### src/rtl/ssd_modulator.sv
module ssd_modulator #(
  parameter int W = 32
) (
  input  logic         clk,
  input  logic         rst,
  input  logic         wr_en,
  input  logic [1:0]   wr_sel,
  input  logic [W-1:0] wr_data,
  output logic         mod_out,
  output logic         irq
);
  localparam int RW = $clog2(W + 1);
  localparam logic [W-1:0] ALL1 = '1;

  logic [W-1:0]  poly_q, dens_q, shift_q;
  logic [RW-1:0] res_q, res_eff;
  logic          run_q, lt_q, ie_q, out_q, irq_q;
  logic [W-1:0]  mask, dens_m, step, seed;
  logic          hit;

  assign res_eff = (res_q < RW'(2)) ? RW'(2) : (res_q > RW'(W)) ? RW'(W) : res_q;
  assign mask    = ALL1 >> (RW'(W) - res_eff);
  assign dens_m  = dens_q & mask;
  assign step    = ((shift_q >> 1) ^ (shift_q[0] ? poly_q : '0)) & mask;
  assign seed    = ((wr_data & mask) == '0) ? W'(1) : (wr_data & mask);
  assign hit     = lt_q ? (shift_q < dens_m) : (shift_q <= dens_m);

  always_ff @(posedge clk) begin
    if (rst) begin
      poly_q  <= '0;
      dens_q  <= '0;
      shift_q <= W'(1);
      res_q   <= '0;
      run_q   <= 1'b0;
      lt_q    <= 1'b0;
      ie_q    <= 1'b0;
      out_q   <= 1'b0;
      irq_q   <= 1'b0;
    end else begin
      out_q <= run_q & hit;
      irq_q <= run_q & ie_q & hit;
      if (run_q) shift_q <= step;
      if (wr_en) begin
        case (wr_sel)
          2'd0: poly_q <= wr_data;
          2'd1: begin
            dens_q <= wr_data;
            if (!run_q) shift_q <= seed;
          end
          2'd2: begin
            run_q <= wr_data[0];
            lt_q  <= wr_data[1];
            ie_q  <= wr_data[2];
            res_q <= wr_data[8 +: RW];
          end
          default: ;
        endcase
      end
    end
  end

  assign mod_out = out_q;
  assign irq     = irq_q;
endmodule


### config.mk
export PLATFORM = sky130hd
export DESIGN_NAME = ssd_modulator
export DESIGN_NICKNAME = d
export VERILOG_FILES = /design/src/rtl/ssd_modulator.sv
export SDC_FILE = /design/constraint.sdc
export NUM_CORES = 1
export LEC_CHECK = 0
export ABC_AREA = 1
export BUFFER_PORTS_ARGS = -buffer_cell sky130_fd_sc_hd__buf_2
export CORE_MARGIN = 2
export CORE_UTILIZATION = 57
export CTS_CLUSTER_SIZE = 28
export DETAILED_ROUTE_END_ITERATION = 16
export GPL_TIMING_DRIVEN = 0
export PLACE_DENSITY = 0.74
export SYNTH_ARGS = -nofsm -noshare
export SYNTH_HDL_FRONTEND = slang
export SYNTH_SLANG_ARGS = --single-unit
### constraint.sdc
create_clock -name clk -period 8.4 [get_ports clk]
set_input_delay 0.42 -clock clk [delete_from_list [all_inputs] [get_ports clk]]
set_output_delay 0.42 -clock clk [all_outputs]
set_load 0.01 [all_outputs]
# Word level (Yosys, flattened, before mapping)
# Index checks and enable logic that the tools add are counted.
[word_totals]
ff_bits = 107
inputBits = 37
out_inout_bits = 2
wordCells = 38
[classes]
addsub = 1
n_lt_le_gt_ge = 4
eq_ne = 2
shift = 1
muxes = 9
n_bitwise = 7
n_reduce_logical = 5
[ops]
columns = ["operator", "count"]
rows = [
  ["$mux 32", 6],
  ["$and 32x32->32", 3],
  ["$le 32x32->1", 1],
  ["$logic_not 32->1", 1],
  ["$lt 32x32->1", 1],
  ["$shr 32x6->32 const A", 1],
  ["$xor 31x32->32", 1],
  ["$mux 6", 2],
  ["$gt 6x6->1 const B", 1],
  ["$lt 6x2->1 const B", 1],
  ["$reduce_and 2->1", 3],
  ["$sub 6x6->6 const A", 1],
  ["$and 1x1->1", 3],
  ["$eq 2x1->1 const B", 1],
  ["$eq 2x2->1 const B", 1],
  ["$logic_not 2->1", 1],
  ["$mux 1", 1],
]

# Depth between registers and ports, before layout
[depth]
depth_word = 11
depth_mapped = 25
mapped_depth_nobuf = 24

# Least setup slack after synthesis
# OpenSTA, ideal clock, no wires.
[synth_path]
path_kind = "reg-to-reg"
from = "reg res_q[5]"
to = "reg irq_q (netlist: irq)"
setup_time_ns = 0.111
arrival_ns = 2.848
required_ns = 8.289
slack_ns = 5.441
stages_incl_launch_ff = 23
n_path_buf = 0
synth_period_minus_slack_ns = 2.959
path_cell_list = "dfxtp_1 > inv_2 > nand3_1 > nand2_1 > inv_1 > ha_1 > inv_1 > ha_1 > nor2_1 > inv_1 > nand3_1 > nor2_1 > nand2_1 > ha_1 > inv_1 > nor4_1 > inv_1 > nor4_1 > nand2_1 > nand3_1 > nand2_1 > nand2_1 > nor2_1"
[synth_between]
elab_chain_len = 9
[synth_rtl]
columns = ["element", "line_no", "rtl"]
rows = [
  ["start: declaration", "16", "logic [RW-1:0] res_q, res_eff;"],
  ["start signal: assignment", "54", "res_q <= wr_data[8 +: RW];"],
  ["$gt 6x6->1", "21", "assign res_eff = (res_q < RW'(2)) ? RW'(2) : (res_q > RW'(W)) ? RW'(W) : res_q;"],
  ["$mux 6", "21", ""],
  ["$mux 6 (*)", "21", ""],
  ["$sub 6x6->6 (*)", "22", "assign mask = ALL1 >> (RW'(W) - res_eff);"],
  ["$shr 32x6->32 (*)", "22", ""],
  ["$and 32x32->32 (*)", "23", "assign dens_m = dens_q & mask;"],
  ["$le 32x32->1 or $lt 32x32->1 (tied branches)", "26", "assign hit = lt_q ? (shift_q < dens_m) : (shift_q <= dens_m);"],
  ["$mux 1 (*)", "26", ""],
  ["$and 1x1->1 (*)", "41", "irq_q <= run_q & ie_q & hit;"],
  ["end signal: assignment", "41", ""],
  ["end: declaration", "17", "logic run_q, lt_q, ie_q, out_q, irq_q;"],
]
# Every way passes the cells marked *; elsewhere a longest branch is shown, timed or not.
# A chain may end at the register's enable or synchronous reset.

# Worst setup path in the final report
# Same ends and word-level chain as after synthesis.

==> reports/metrics.yaml <==
final_layout:
  post-route-util_pct: 63.6
  fin_nets: 1007
  fin_area_um2: 6560
  antennaDiodeCount: 0
  syn_to_final_growth_pct: 8.66
  drive_gt1_share_pct: 8.22
  layout.cells.non_filler: 1073
worst_hold_path:
  holdPathStages: 3
  min_path_type: "in2reg"
floorplan:
  core-area_um2: 10300
  fp.dieW_um: 107
  placementRows: 37
  start_util_pct: 58.5
  fp.dieArea_um2: 11400
  num_io_pins: 39
  die_height_um: 107
sta:
  setup_tns_ps: 0
  skew_ps: 17.2
  rsz0062_at_grt: "false"
  finalCritPeriodShare_pct: 50.5
  max_freq_mhz: 236
  finalSetupViolations: 0
  worst_slew_pin_slew_ps: 843
  whs_ps: 298
  drv_slew: 0
  max-slew-margin-rel_pct: 43.8
  period_needed_ps: 4240
  hold_violations: 0
clock_network:
  cts_setup_buffers: 0
  clock_sinks: 107
  clockRootBuffer: "clkbuf_8"
  insertion_delay_ps: 400
  cts_tree: "built"
  cts_buffers: 9
  path_clk_slew_ps: 110
  cts_hold_buf: 0
  h-tree-depth: 3
  cts_resized: 0
  clk_path_buf_depth: 2
synth:
  synthTopCellsByArea: "dfxtp_1 35%, nand2_1 11%, nand3_1 9.9%, ha_1 7.5%, nor2_1 7.3%"
  ys.flop_type: "dfxtp_1"
  yosysMostFrequentCell: "nand2_1"
  async_reset_ff_share_pct: 0
  syn_inst: 886
  synth_top_cell_by_area: "dfxtp_1"
  netlist_area_um2: 6040
  ys_ff_latch: 107
  seq_area_frac_synth_pct: 35.5
  synth_edf_count: 0
  synth_top_area_share_pct: 35.5
  yosysUniqueCellTypes: 36
  avgSynthCellArea_um2: 6.82
  ys.warnings.count: 0
  syn_nets: 959
  synth_top_cells_by_count: "184 x nand2_1, 120 x nand3_1, 118 x nor2_1, 107 x dfxtp_1, 78 x a21oi_1"
worst_setup_path:
  path_class: "reg2reg"
  start_kind: "flip-flop"
  worstRegToRegCells: 22
  critPathRequiredTime_ps: 8700
  arrival_ps: 4540
  critPathCaptureType: "flip-flop"
  cp_max_fo: 5
global_routing:
  antenna_found_initial: 0
  grt_pass1_wl_um: 33000
  grt_pass1_vias: 6094
  gr-usage-all-layers_pct: 38.0
  grt_max_degree: 16
  gr-total-overflow: 0
place:
  dp_hpwl_um: 15700
  dpl-instance-area_um2: 6390
  gp_routability_congestion: 1.02
  portBuffers: 37
  place_inst: 1059
pwr:
  peakVddDrop_uv: 162
  power.density_nw_per_um2: 177
  leakage_uw: 0.00262
drt:
  drc: 0
  drtPass1Iterations: 7
  drt-initial-drc-count: 888
  vias: 6689
  routed_wirelength_um: 21300
  wire_per_inst_um: 19.8
  ant_nets: 0
  via_per_inst: 6.23
status:
  status: "completed"
job:
  max-cap-violations: 0
==> cell usage in the layout (no fill, tap or decap), drive strengths merged <==
cell,instances
a211oi,6
nor2,123
buf,48
a221oi,1
nor3b,1
a31oi,23
o21bai,2
ha,36
a21boi,1
a21o,1
nor3,6
nand4,19
clkinv,2
clkinvlp,1
clkbuf,51
nor4,3
o221ai,2
a41oi,2
inv,46
o221a,1
dfxtp,107
xor2,7
a22oi,4
nand3,124
xnor2,3
o21ai,47
a21oi,78
nand2,190
o211ai,2
==> critical path, cell delays in order (launching register included) <==
cell     delay (ps)
dfxtp_1         410
inv_2            80
nand3_1         100
nand2_1         100
inv_1           100
ha_1            190
inv_1            60
ha_1            350
nor2_1          130
inv_1           100
nand3_1         100
nor2_1          280
nand2_1         100
ha_1            320
inv_1            40
nor4_1          520
inv_1            80
nor4_1          520
nand2_1         170
nand3_1         140
nand2_1          70
nand2_1         120
nor2_1           50
==> power by group <==
group	switching [uW]	total, uW	internal (uW)
Clock	178	299	121
Sequential	16.7	544	527
Combinational	229	319	90.0
==> state kept, by name, indices dropped and copies added, names as in the netlist <==
signal,flops
lt_q,1
ie_q,1
shift_q,32
res_q,6
dens_q,32
irq,1
run_q,1
mod_out,1
poly_q,32
==> per-stage QoR <==
step,setup slack (ps),total power (uW)
6_report,4160,1160
5_1_grt,3870,1210
4_1_cts,4290,1150
3_5_place_dp,4330,863
3_3_place_gp,4310,857
2_1_floorplan,5440,752
==> final cells by class <==
type	instances	area [um2]
repair buffers	37	185
fillers	977	3760
clock inverters	2	12.5
plain buffers	50	214
inverters	47	176
multi-input cells	682	3510
clock buffers	12	155
flip-flops and latches	107	2140
well taps	136	170
==> metal layers <==
layer  track usage (%)  share of wire [%]  up-vias  wire (um)
met1              49.9                 40     3057       8440
met4              18.3                5.1        0       1080
li1                  -                  -     3109          -
met5                 0                  0        -          0
met2              60.8                 45      432       9550
met3              6.44                 10       91       2180
==> kinds of logic (layout without fill, tap and decap cells) <==
family	count (synthesis)	after routing	share of synthesized area [%]
AND/OR/NAND/NOR	466	466	33.5
flip-flops	107	107	35.5
XOR/XNOR	10	10	1.45
AO/OA/AOI/OAI	170	170	15.6
buffers and inverters	97	148	6.47
adder cells (fa/ha/maj)	36	36	7.46
==> worst paths after layout <==
path | slack (ps) | start | endpoint
hold reg to reg | 450 | ie_q | irq
setup / recovery | 4160 | res_q[5] | irq
setup reg to reg | 4160 | res_q[5] | irq
hold / removal | 300 | wr_data[14] | dens_q[14]
No activity file was read; power rests on OpenSTA's default activity.
